$ cat src/rtl/gpio_irq_cause.sv
module gpio_irq_cause #(
  parameter int NLINES = 32,
  parameter int GROUP  = 8,
  parameter int AW     = 5
) (
  input  logic                     clk,
  input  logic                     rst_n,
  input  logic [NLINES-1:0]        line_in,
  input  logic                     wr_en,
  input  logic                     rd_en,
  input  logic [AW-1:0]            addr,
  input  logic [NLINES-1:0]        wdata,
  output logic [NLINES-1:0]        rdata,
  output logic [NLINES-1:0]        out_val,
  output logic [NLINES-1:0]        out_dir,
  output logic [NLINES/GROUP-1:0]  irq
);
  localparam int NGRP = NLINES / GROUP;
  localparam logic [AW-1:0] A_OUT   = AW'(5'h00);
  localparam logic [AW-1:0] A_DIR   = AW'(5'h04);
  localparam logic [AW-1:0] A_POL   = AW'(5'h08);
  localparam logic [AW-1:0] A_DIN   = AW'(5'h0C);
  localparam logic [AW-1:0] A_CAUSE = AW'(5'h10);
  localparam logic [AW-1:0] A_EMASK = AW'(5'h14);
  localparam logic [AW-1:0] A_LMASK = AW'(5'h18);

  logic [NLINES-1:0] meta, sync, pol, din_d, cause, emask, lmask;
  logic [NLINES-1:0] din, rise, din_view, line_req;

  assign din      = sync ^ pol;
  assign rise     = din & ~din_d;
  assign din_view = (out_dir & din) | (~out_dir & out_val);
  assign line_req = (din & lmask) | (cause & emask);

  always_ff @(posedge clk) begin
    if (!rst_n) begin
      meta    <= '0;
      sync    <= '0;
      din_d   <= '0;
      pol     <= '0;
      cause   <= '0;
      emask   <= '0;
      lmask   <= '0;
      out_val <= '0;
      out_dir <= '0;
    end else begin
      meta  <= line_in;
      sync  <= meta;
      din_d <= din;
      if (wr_en && addr == A_OUT)   out_val <= wdata;
      if (wr_en && addr == A_DIR)   out_dir <= wdata;
      if (wr_en && addr == A_POL)   pol     <= wdata;
      if (wr_en && addr == A_EMASK) emask   <= wdata;
      if (wr_en && addr == A_LMASK) lmask   <= wdata;
      cause <= ((wr_en && addr == A_CAUSE) ? (cause & wdata) : cause) | rise;
    end
  end

  always_ff @(posedge clk) begin
    if (!rst_n) rdata <= '0;
    else if (rd_en) begin
      case (addr)
        A_OUT:   rdata <= out_val;
        A_DIR:   rdata <= out_dir;
        A_POL:   rdata <= pol;
        A_DIN:   rdata <= din_view;
        A_CAUSE: rdata <= cause;
        A_EMASK: rdata <= emask;
        A_LMASK: rdata <= lmask;
        default: rdata <= '0;
      endcase
    end
  end

  for (genvar g = 0; g < NGRP; g++) begin : g_grp
    assign irq[g] = |line_req[g*GROUP +: GROUP];
  end
endmodule

$ cat config.mk
export PLATFORM = sky130hd
export DESIGN_NAME = gpio_irq_cause
export DESIGN_NICKNAME = d
export VERILOG_FILES = /design/src/rtl/gpio_irq_cause.sv
export SDC_FILE = /design/constraint.sdc
export NUM_CORES = 1
export LEC_CHECK = 0
export BUFFER_PORTS_ARGS = -buffer_cell sky130_fd_sc_hd__buf_2
export CELL_PAD_IN_SITES_DETAIL_PLACEMENT = 1
export CELL_PAD_IN_SITES_GLOBAL_PLACEMENT = 2
export CORE_MARGIN = 2
export CORE_UTILIZATION = 32
export DETAILED_ROUTE_END_ITERATION = 10
export GPL_TIMING_DRIVEN = 0
export PLACE_DENSITY = 0.81
export SYNTH_ARGS = -nofsm -noshare
export SYNTH_HDL_FRONTEND = slang
export SYNTH_SLANG_ARGS = --single-unit
$ cat constraint.sdc
create_clock -name clk -period 1.4 [get_ports clk]
set_input_delay 0.07 -clock clk [delete_from_list [all_inputs] [get_ports clk]]
set_output_delay 0.07 -clock clk [all_outputs]
set_load 0.01 [all_outputs]
==> flow_metrics.tcl, run 1 <==
set metrics [dict create \
    start_util_pct 32.41 \
    yosys.area_share.simple_pct 19.14 \
    route.met3.wl_um 3222 \
    yosysTopAreaCellShare_pct 48.51 \
    synth-xor-area-share_pct 2.122 \
    first_pass_iters 6 \
    r2r-start "pol[16]" \
    wl_per_cell_um 23.29 \
    hp-class "input pin to flop" \
    fp.dieW_um 207.1 \
    critical_path.startpoint "pol[16]" \
    cts.path.max_buffers 3 \
    synthDistinctLibCells 35 \
    grt_pass1_vias 12770 \
    synth_top_family_by_area "compound AO/OA/AOI/OAI gates" \
    numPortBuffers 171 \
    slowest_stage "dfxtp_4" \
    met2WireLength_um 25740 \
    setup_viol 5 \
    worstPathRequired_ps 1330 \
    layout.nets 1827 \
    drt_wl_total_um 53880 \
    finalNonFillerCells 2313 \
    ys.flop_type "dfxtp_1" \
    dpl.hpwl_um 36700 \
    place_ws_ps -866.0 \
    core_region_area_um2 40740 \
    finalPower_mw 20.43 \
    violations "negative setup slack" \
    area_growth_pct 30.65 \
    synth-compound-area-share_pct 21.53 \
    ant_nets 0 \
    power_density_nw_per_um2 1184 \
    n_fill_cell 4745 \
    ios 173 \
    routed-via-count 12260 \
    criticalPathCategory "flop to output port" \
    ys.warnings.count 0 \
    antenna_found_initial 2 \
    drc 0 \
    async_reset_ff_share_pct 0 \
    grt_pass1_wl_um 80470 \
    worst_slack_ps -562.4 \
    reg2reg_slack_ps -20 \
    synth_cells 1464 \
    p_leak_nw 6.560 \
    synth.area.top_cells "dfxtp_1, a21boi_0, nand2_1, and2_1, a221oi_1" \
    worstHoldPathCells 4 \
    cts_buffers 38 \
    netlist_area_um2 13210 \
    min-delay-start "addr[3]" \
    grt.total_usage_pct 24.66 \
    holdPathEnd "rdata[14]" \
    cp_slowest_stage_delay_ps 360 \
    clk_latency_ps 560 \
    run_status "complete, but fails checks" \
    cp.arrival_ps 1890 \
    syn_nets 1537 \
    fin_hold_ws_ps 28.45 \
    fin_crit_ps 1962 \
    path_delay_family "compound AO/OA/AOI/OAI gates" \
    drt-met1-wl_um 22730 \
    relSlewSlack_pct 46.55 \
    top_layer "met5" \
    cts.clk_slew.worst_paths_ps 60 \
    routabilityCongestion 0.8360 \
    die_area_um2 42910 \
    cp-end-kind "output port" \
    ys_seq_area_share_pct 48.51 \
    drive_gt1_share_pct 23.93 \
    slew_violations 0 \
    grt_max_degree 12 \
    drv_cap 0 \
    path_buf_inv 1 \
    num_rows 74 \
    worstPathMaxFanout 2 \
    peakVddDrop_mv 0.7297 \
    clock_sinks 320 \
    die_h_um 207.1 \
    fin_util_pct 42.35 \
    cts_tree "built" \
    tns_ps -2167 \
    synth_fa_ha_area_share_pct 0 \
    r2r_end "rdata[16]" \
    yosys.area.top_type "dfxtp_1" \
    placedCellCount 2167 \
    overflow 0 \
    synth_edf_count 0 \
    ys_seq_elements 320 \
    viasPerCell 5.299 \
    max_freq_ghz 0.5096 \
    root_buffer "clkbuf_16" \
    cts_max_level 2 \
    postSynthAreaPerCell_um2 9.020 \
    min_period_over_period_pct 140.2 \
    finalHoldViolations 0 \
    fin_area_um2 17250 \
    fin_skew_ps 20.76 \
    place_area_um2 14730 \
    drt_iter0_drc 800 \
    rsz0062_at_grt "true" \
    crit_chain "xor2_4 > a22o_1 > a221oi_2 > nand3_1 > buf_2" \
    max_slew.worst_pin.slew_ps 801.7 \
    synthMuxAreaShare_pct 4.993 \
    start_kind "flop" \
    ff2ff_path_depth 5 \
]
cell usage in the layout, fill, tap and decap left out, types with 34 or more instances in the layout:
cell type	n
buf_2	203
nand2_1	351
and2_1	100
o21ai_0	34
clkbuf_16	39
dfxtp_1	285
a21boi_0	177
clkbuf_1	58
dlygate4sd3_1	67
state kept, by name, indices dropped and copies added (netlist names):
signal   flops
rdata       32
lmask       32
out_val     32
din_d       32
pol         32
out_dir     32
sync        32
cause       32
meta        32
emask       32
report_power, final:
| group | total [mW] | switching [mW] | internal, mW |
|---|---|---|---|
| sequential | 9.45 | 0.153 | 9.30 |
| combinational | 1.30 | 0.763 | 0.536 |
| clock | 9.67 | 3.98 | 5.69 |
| total | 20.4 | 4.89 | 15.5 |
worst min-delay path, delay by kind of cell:
kind / cells / cell delay (ps)
AOI/OAI and AO/OA: 2 / 230
buffers and inverters: 1 / 120
and+or+nand+nor: 1 / 90
cell families after synthesis:
family,count (synthesis)
simple gates,553
compound gates,386
flops,320
buf+inv,111
mux,62
xor+xnor,32
Yosys cell counts (2+ instances only):
| master | instances |
|---|---|
| dfxtp_1 | 320 |
| nand2_1 | 351 |
| mux2i_1 | 31 |
| a222oi_1 | 31 |
| clkbuf_1 | 73 |
| and4_1 | 2 |
| a21boi_0 | 177 |
| nand4b_1 | 2 |
| nand4_1 | 2 |
| mux2_2 | 31 |
| buf_2 | 33 |
| a31oi_1 | 32 |
| a22o_1 | 12 |
| nand2b_1 | 32 |
| and2_1 | 100 |
| a221oi_1 | 44 |
| xor2_1 | 32 |
| and3_1 | 10 |
| nor2_1 | 33 |
| buf_6 | 4 |
| o21ai_0 | 34 |
| a22oi_1 | 8 |
| nor2b_1 | 4 |
| a21oi_1 | 32 |
| a21boi_1 | 15 |
| nand3_1 | 10 |
layer usage:
layer  GRT usage, %  vias up
met2          41.76      417
met1          31.37     6069
li1               -     5647
met3          3.790      120
met4          10.00        4
met5              0        -
timing repair:
item                                   CTS  global route
setup endpoints to repair              106           149
resized for setup                       77            79
endpoints found under the hold margin  224             0
setup buffers                           12             0
pin swaps                               21            18
hold buffers                            67             0
worst max path at each step:
stage | endpoint | cells past startpoint
final | irq[2] | 5
after global routing | irq[2] | 5
after CTS | irq[2] | 5
after detailed placement | rdata[9] | 8
after global placement | rdata[10] | 8
after floorplan | rdata[0] | 7
layout make-up:
cell class              count  area [µm²]  area share (%)
clock inverters             4       23.77          0.1378
flip-flops and latches    320        6472           37.52
well taps                 532       665.6           3.858
repair buffers            250        1634           9.471
plain buffers             111       523.0           3.031
diodes                      1       2.502         0.01450
clock buffers              62        1172           6.795
multi-input cells        1033        6759           39.18
(Power assumes the default switching activity.)
==> run 2, diff against run 1 <==
- CORE_UTILIZATION: 32 -> 35
- PLACE_DENSITY: 0.81 -> 0.84
- clock period: 1.4 -> 2 ns (I/O delays scaled with it)
==> run 2 against run 1 <==
  * Non-clock buffer count decreased by 11
  * Die area decreased by 8.4%
  * Largest power group unchanged
  * First-iteration DRC count increased by 14%
  * The flow still finishes with violations (negative setup slack)
  * Routed wire length decreased by 2.8%
==> flow_metrics.tcl, run 2 (synthesis gave the netlist of run 1 again) <==
set metrics [dict create \
    relSlewSlack_pct 30.18 \
    gr-usage-met1_pct 33.52 \
    p_clk_share_pct 47.2 \
    p_sw_mw 3.344 \
    seq_power_share_pct 46.7 \
    grt.total_usage_pct 26.52 \
    finalHoldViolations 0 \
    use_met2_pct 44.99 \
    fin_skew_ps 9.667 \
    place_ws_ps -347.3 \
    p_int_mw 10.82 \
    die_area_um2 39300 \
    finalPower_mw 14.16 \
    drv_cap 0 \
    fin_util_pct 44.74 \
    path_delay_family "compound AO/OA/AOI/OAI gates" \
    drc 0 \
    routed-via-count 12160 \
    numPortBuffers 171 \
    wl_per_cell_um 22.97 \
    cp_slowest_stage_delay_ps 340 \
    cp.arrival_ps 1910 \
    clk_latency_ps 520 \
    ant_nets 0 \
    layout.nets 1815 \
    cts_max_level 2 \
    tns_ps -9.268 \
    setup_viol 1 \
    grt-busiest-layer "met2" \
    finalNonFillerCells 2279 \
    fp.dieW_um 198.2 \
    run_status "complete, but fails checks" \
    worstPathRequired_ps 1900 \
    fin_hold_ws_ps 19.32 \
    fin_area_um2 16730 \
    dpl.hpwl_um 35960 \
    rsz0062_at_grt "true" \
    p_leak_nw 6.327 \
    critical_path.startpoint "pol[16]" \
    crit_chain "xor2_1 > a22o_1 > a221oi_2 > nand3_1 > buf_2" \
    hp-class "input pin to flop" \
    worst_slack_ps -9.268 \
    start_kind "flop" \
    drive_gt1_share_pct 18.56 \
    viasPerCell 5.337 \
    worstPathMaxFanout 4 \
    die_h_um 198.2 \
    criticalPathCategory "flop to output port" \
    max_slew.worst_pin.slew_ps 1047 \
    cts_buffers 37 \
    cts_tree "built" \
    first_pass_iters 8 \
    min-delay-start "addr[1]" \
    r2r-start "sync[2]" \
    place_area_um2 14700 \
    placedCellCount 2146 \
    num_rows 71 \
    cp-end-kind "output port" \
    grt_use_met3_pct 4.752 \
    final_cell_mix "nand2_1, dfxtp_1, buf_2" \
    area_growth_pct 26.71 \
    min_period_over_period_pct 100.5 \
    grt_max_degree 13 \
    start_util_pct 35.31 \
    max_freq_ghz 0.4977 \
    ios 173 \
    clock_sinks 320 \
    grt_pass1_wl_um 77510 \
    cts.path.max_buffers 3 \
    cts.clk_slew.worst_paths_ps 60 \
    grt_pass1_vias 12540 \
    drt_wl_total_um 52350 \
    antenna_found_initial 4 \
    routabilityCongestion 0.8713 \
    path_buf_inv 1 \
    slowest_stage "dfxtp_1" \
    combinationalPowerShare_pct 6.1 \
    core_region_area_um2 37400 \
    slew_violations 0 \
    fin_crit_ps 2009 \
    power_density_nw_per_um2 846.5 \
    peakVddDrop_mv 0.4864 \
    p_sw_share_pct 23.61 \
    final_common_cell "nand2_1" \
    root_buffer "clkbuf_16" \
    overflow 0 \
    violations "negative setup slack" \
    drt_iter0_drc 912 \
]
[run 2: cell count changes in the layout (fill, tap and decap cells not counted), sizes merged]
cell | before | now
dlygate4sd3 | 67 | 64
clkbuf | 136 | 130
bufinv | 0 | 1
clkinvlp | 0 | 1
clkinv | 3 | 5
buf | 220 | 212
[run 2: final timing paths]
path | to | slack [ps] | cells after the start
hold reg to reg | sync[10] | 430 | 1
hold / removal | rdata[14] | 20 | 3
setup reg to reg | rdata[2] | 550 | 4
setup / recovery | irq[2] | -9 | 5
[run 2: timing repair]
item                                    in CTS  in global routing
setup buffers                                2                  2
endpoints found under the setup margin       4                  4
hold buffers                                64                  0
hold endpoints to repair                   204                  0
pin swaps                                    7                 12
resized for setup                           16                 18
[run 2: routing by layer]
metal | vias up | part of all wire, %
met5 | - | 0.044
met4 | 4 | 3.4
met3 | 115 | 6.1
met2 | 382 | 48
met1 | 6027 | 43
li1 | 5636 | -
[run 2: layout make-up]
class	instances	area, µm²
Antenna cell	1	2.502
Buffer	111	489.2
Clock buffer	56	1110
Clock inverter	8	71.32
Fill cell	4369	20670
Multi-Input combinational cell	1033	6467
Sequential cell	320	6426
Tap cell	511	639.4
Timing Repair Buffer	239	1526
[run 2: worst register-to-register path: cells and delay by family, from the launching register on]
| family | cells | cell delay [ps] |
|---|---|---|
| mux | 1 | 310 |
| compound gates | 2 | 390 |
| flops | 1 | 410 |
| xor+xnor | 1 | 190 |
[run 2: power by group through the flow]
| stage | logic [mW] | registers, mW | clock network, mW |
|---|---|---|---|
| global route | 0.938 | 6.62 | 7.01 |
| finish | 0.871 | 6.61 | 6.68 |
| global placement | 0.738 | 6.75 | 0 |
| floorplan | 0.378 | 6.71 | 0 |
| detailed placement | 0.755 | 6.75 | 0 |
| CTS | 0.862 | 6.61 | 6.78 |
==> run 3, diff against run 2 <==
- ABC_AREA: default -> 0
- SETUP_SLACK_MARGIN: default -> 0.1
- clock period: 2 -> 1.87 ns (I/O delays scaled with it)
==> run 3 against run 2 <==
  * The run still ends with negative setup slack left
  * Core utilization up 0.44 points
  * Register-to-register slack worse by 200 ps
  * Sequential power is 7.0% higher
  * Count of clock-buffer cells in the layout did not move
  * Critical path depth is the same
  * Sequential share of layout area decreased by 0.24 points
  * Global-route usage increased by 0.12 points
  * First-iteration DRC count is 6.3% higher
==> flow_metrics.tcl, run 3 (synthesis gave the netlist of run 1 again) <==
set metrics [dict create \
    worstPathRequired_ps 1780 \
    cts.clk_slew.worst_paths_ps 60 \
    cts_max_level 2 \
    slew_violations 0 \
    cts_buffers 37 \
    drive_gt1_share_pct 19.98 \
    overflow 0 \
    start_kind "flop" \
    first_pass_iters 6 \
    run_status "complete, but fails checks" \
    criticalPathCategory "flop to output port" \
    fin_crit_ps 1962 \
    max_freq_ghz 0.5097 \
    hp-class "input pin to flop" \
    cts.path.max_buffers 3 \
    ant_nets 0 \
    violations "negative setup slack" \
    ios 173 \
    place_ws_ps -470.8 \
    finalHoldViolations 0 \
    peakVddDrop_mv 0.5165 \
    routabilityCongestion 0.8713 \
    finalNonFillerCells 2284 \
    cp_slowest_stage_delay_ps 350 \
    setup_viol 4 \
    grt_max_degree 13 \
    fp.dieW_um 198.2 \
    start_util_pct 35.31 \
    clock_sinks 320 \
    slowest_stage "dfxtp_2" \
    cp.arrival_ps 1870 \
    grt_pass1_wl_um 77870 \
    fin_skew_ps 12.98 \
    final_common_cell "nand2_1" \
    drv_cap 0 \
    power_density_nw_per_um2 897.4 \
    drc 0 \
    worstPathMaxFanout 2 \
    cp-end-kind "output port" \
    min_period_over_period_pct 104.9 \
    dpl.hpwl_um 35960 \
    die_area_um2 39300 \
    final_cell_mix "nand2_1, dfxtp_1, buf_2" \
    antenna_found_initial 4 \
    max_slew.worst_pin.slew_ps 877.7 \
    wl_per_cell_um 22.90 \
    drt_iter0_drc 969 \
    p_leak_nw 6.389 \
    tns_ps -266.7 \
    die_h_um 198.2 \
    rsz0062_at_grt "true" \
    numPortBuffers 171 \
    n_fill_cell 4350 \
    layout.nets 1820 \
    cts_tree "built" \
    crit_chain "xor2_4 > a22o_1 > a221oi_2 > nand3_1 > buf_2" \
    placedCellCount 2146 \
    grt_pass1_vias 12590 \
    relSlewSlack_pct 41.49 \
    drt_wl_total_um 52310 \
    clk_latency_ps 530 \
    num_rows 71 \
    area_growth_pct 27.96 \
    core_region_area_um2 37400 \
    grt.total_usage_pct 26.64 \
    viasPerCell 5.313 \
    worst_slack_ps -91.80 \
    routed-via-count 12140 \
    root_buffer "clkbuf_16" \
]
==> run 3: through the flow <==
step / power, mW / instance area [µm²] / hold slack [ps] / utilization (%)
final: 15.16 / 16900 / 15.36 / 45.18
after global placement: 8.006 / 14700 / 303.5 / 39.31
after global routing: 15.60 / 16900 / 33.45 / 45.18
after detailed placement: 8.026 / 14700 / 304.0 / 39.31
after CTS: 15.26 / 16840 / 2.657 / 45.03
after floorplan: 7.583 / 13210 / 220.8 / -
==> run 3: area by class of cell <==
cell class	instances	area, µm²	area share [%]
tap	511	639.4	3.784
clock inverter	8	71.32	0.4221
sequential	320	6449	38.16
buffer	111	493.0	2.917
antenna	1	2.502	0.01481
timing repair buffer	244	1577	9.330
clock buffer	56	1110	6.568
multi-input combinational	1033	6556	38.80
==> run 3: path summary, 6_finish.rpt <==
check                           startpoint         to  slack, ps  cells past startpoint
worst max-delay path              sync[20]     irq[2]        -90                      5
worst min register to register    meta[10]   sync[10]        430                      1
worst max register to register     sync[2]   rdata[2]        350                      4
worst min-delay path               addr[1]  rdata[14]         20                      3
==> run 3: critical path, delay by kind of cell (launching register included) <==
family | cells | cell delay, ps
flip-flops | 1 | 350
AO/OA/AOI/OAI | 2 | 450
AND/OR/NAND/NOR | 1 | 180
buffers and inverters | 1 | 180
XOR/XNOR | 1 | 180
==> run 3: where the power goes <==
part	total (mW)	switching, mW	leakage, nW	internal (mW)
Sequential	7.07	0.110	2.61	6.96
Combinational	0.940	0.554	3.20	0.387
Clock	7.15	2.92	0.581	4.23
==> run 3: metal layers <==
layer	up-vias	GRT usage (%)	wire length [µm]	part of all wire, %
met2	381	44.99	24850	48
met4	4	10.41	1912	3.7
met1	5993	33.66	22490	43
met5	-	0	23	0.044
li1	5636	-	-	-
met3	121	4.820	3028	5.8
==> run 3: repair_timing <==
action,4_1_cts,5_1_grt
hold buffers,64,0
setup endpoints to repair,5,8
hold endpoints to repair,208,0
pin swaps,16,6
setup buffers,9,0
gates resized for setup,51,15
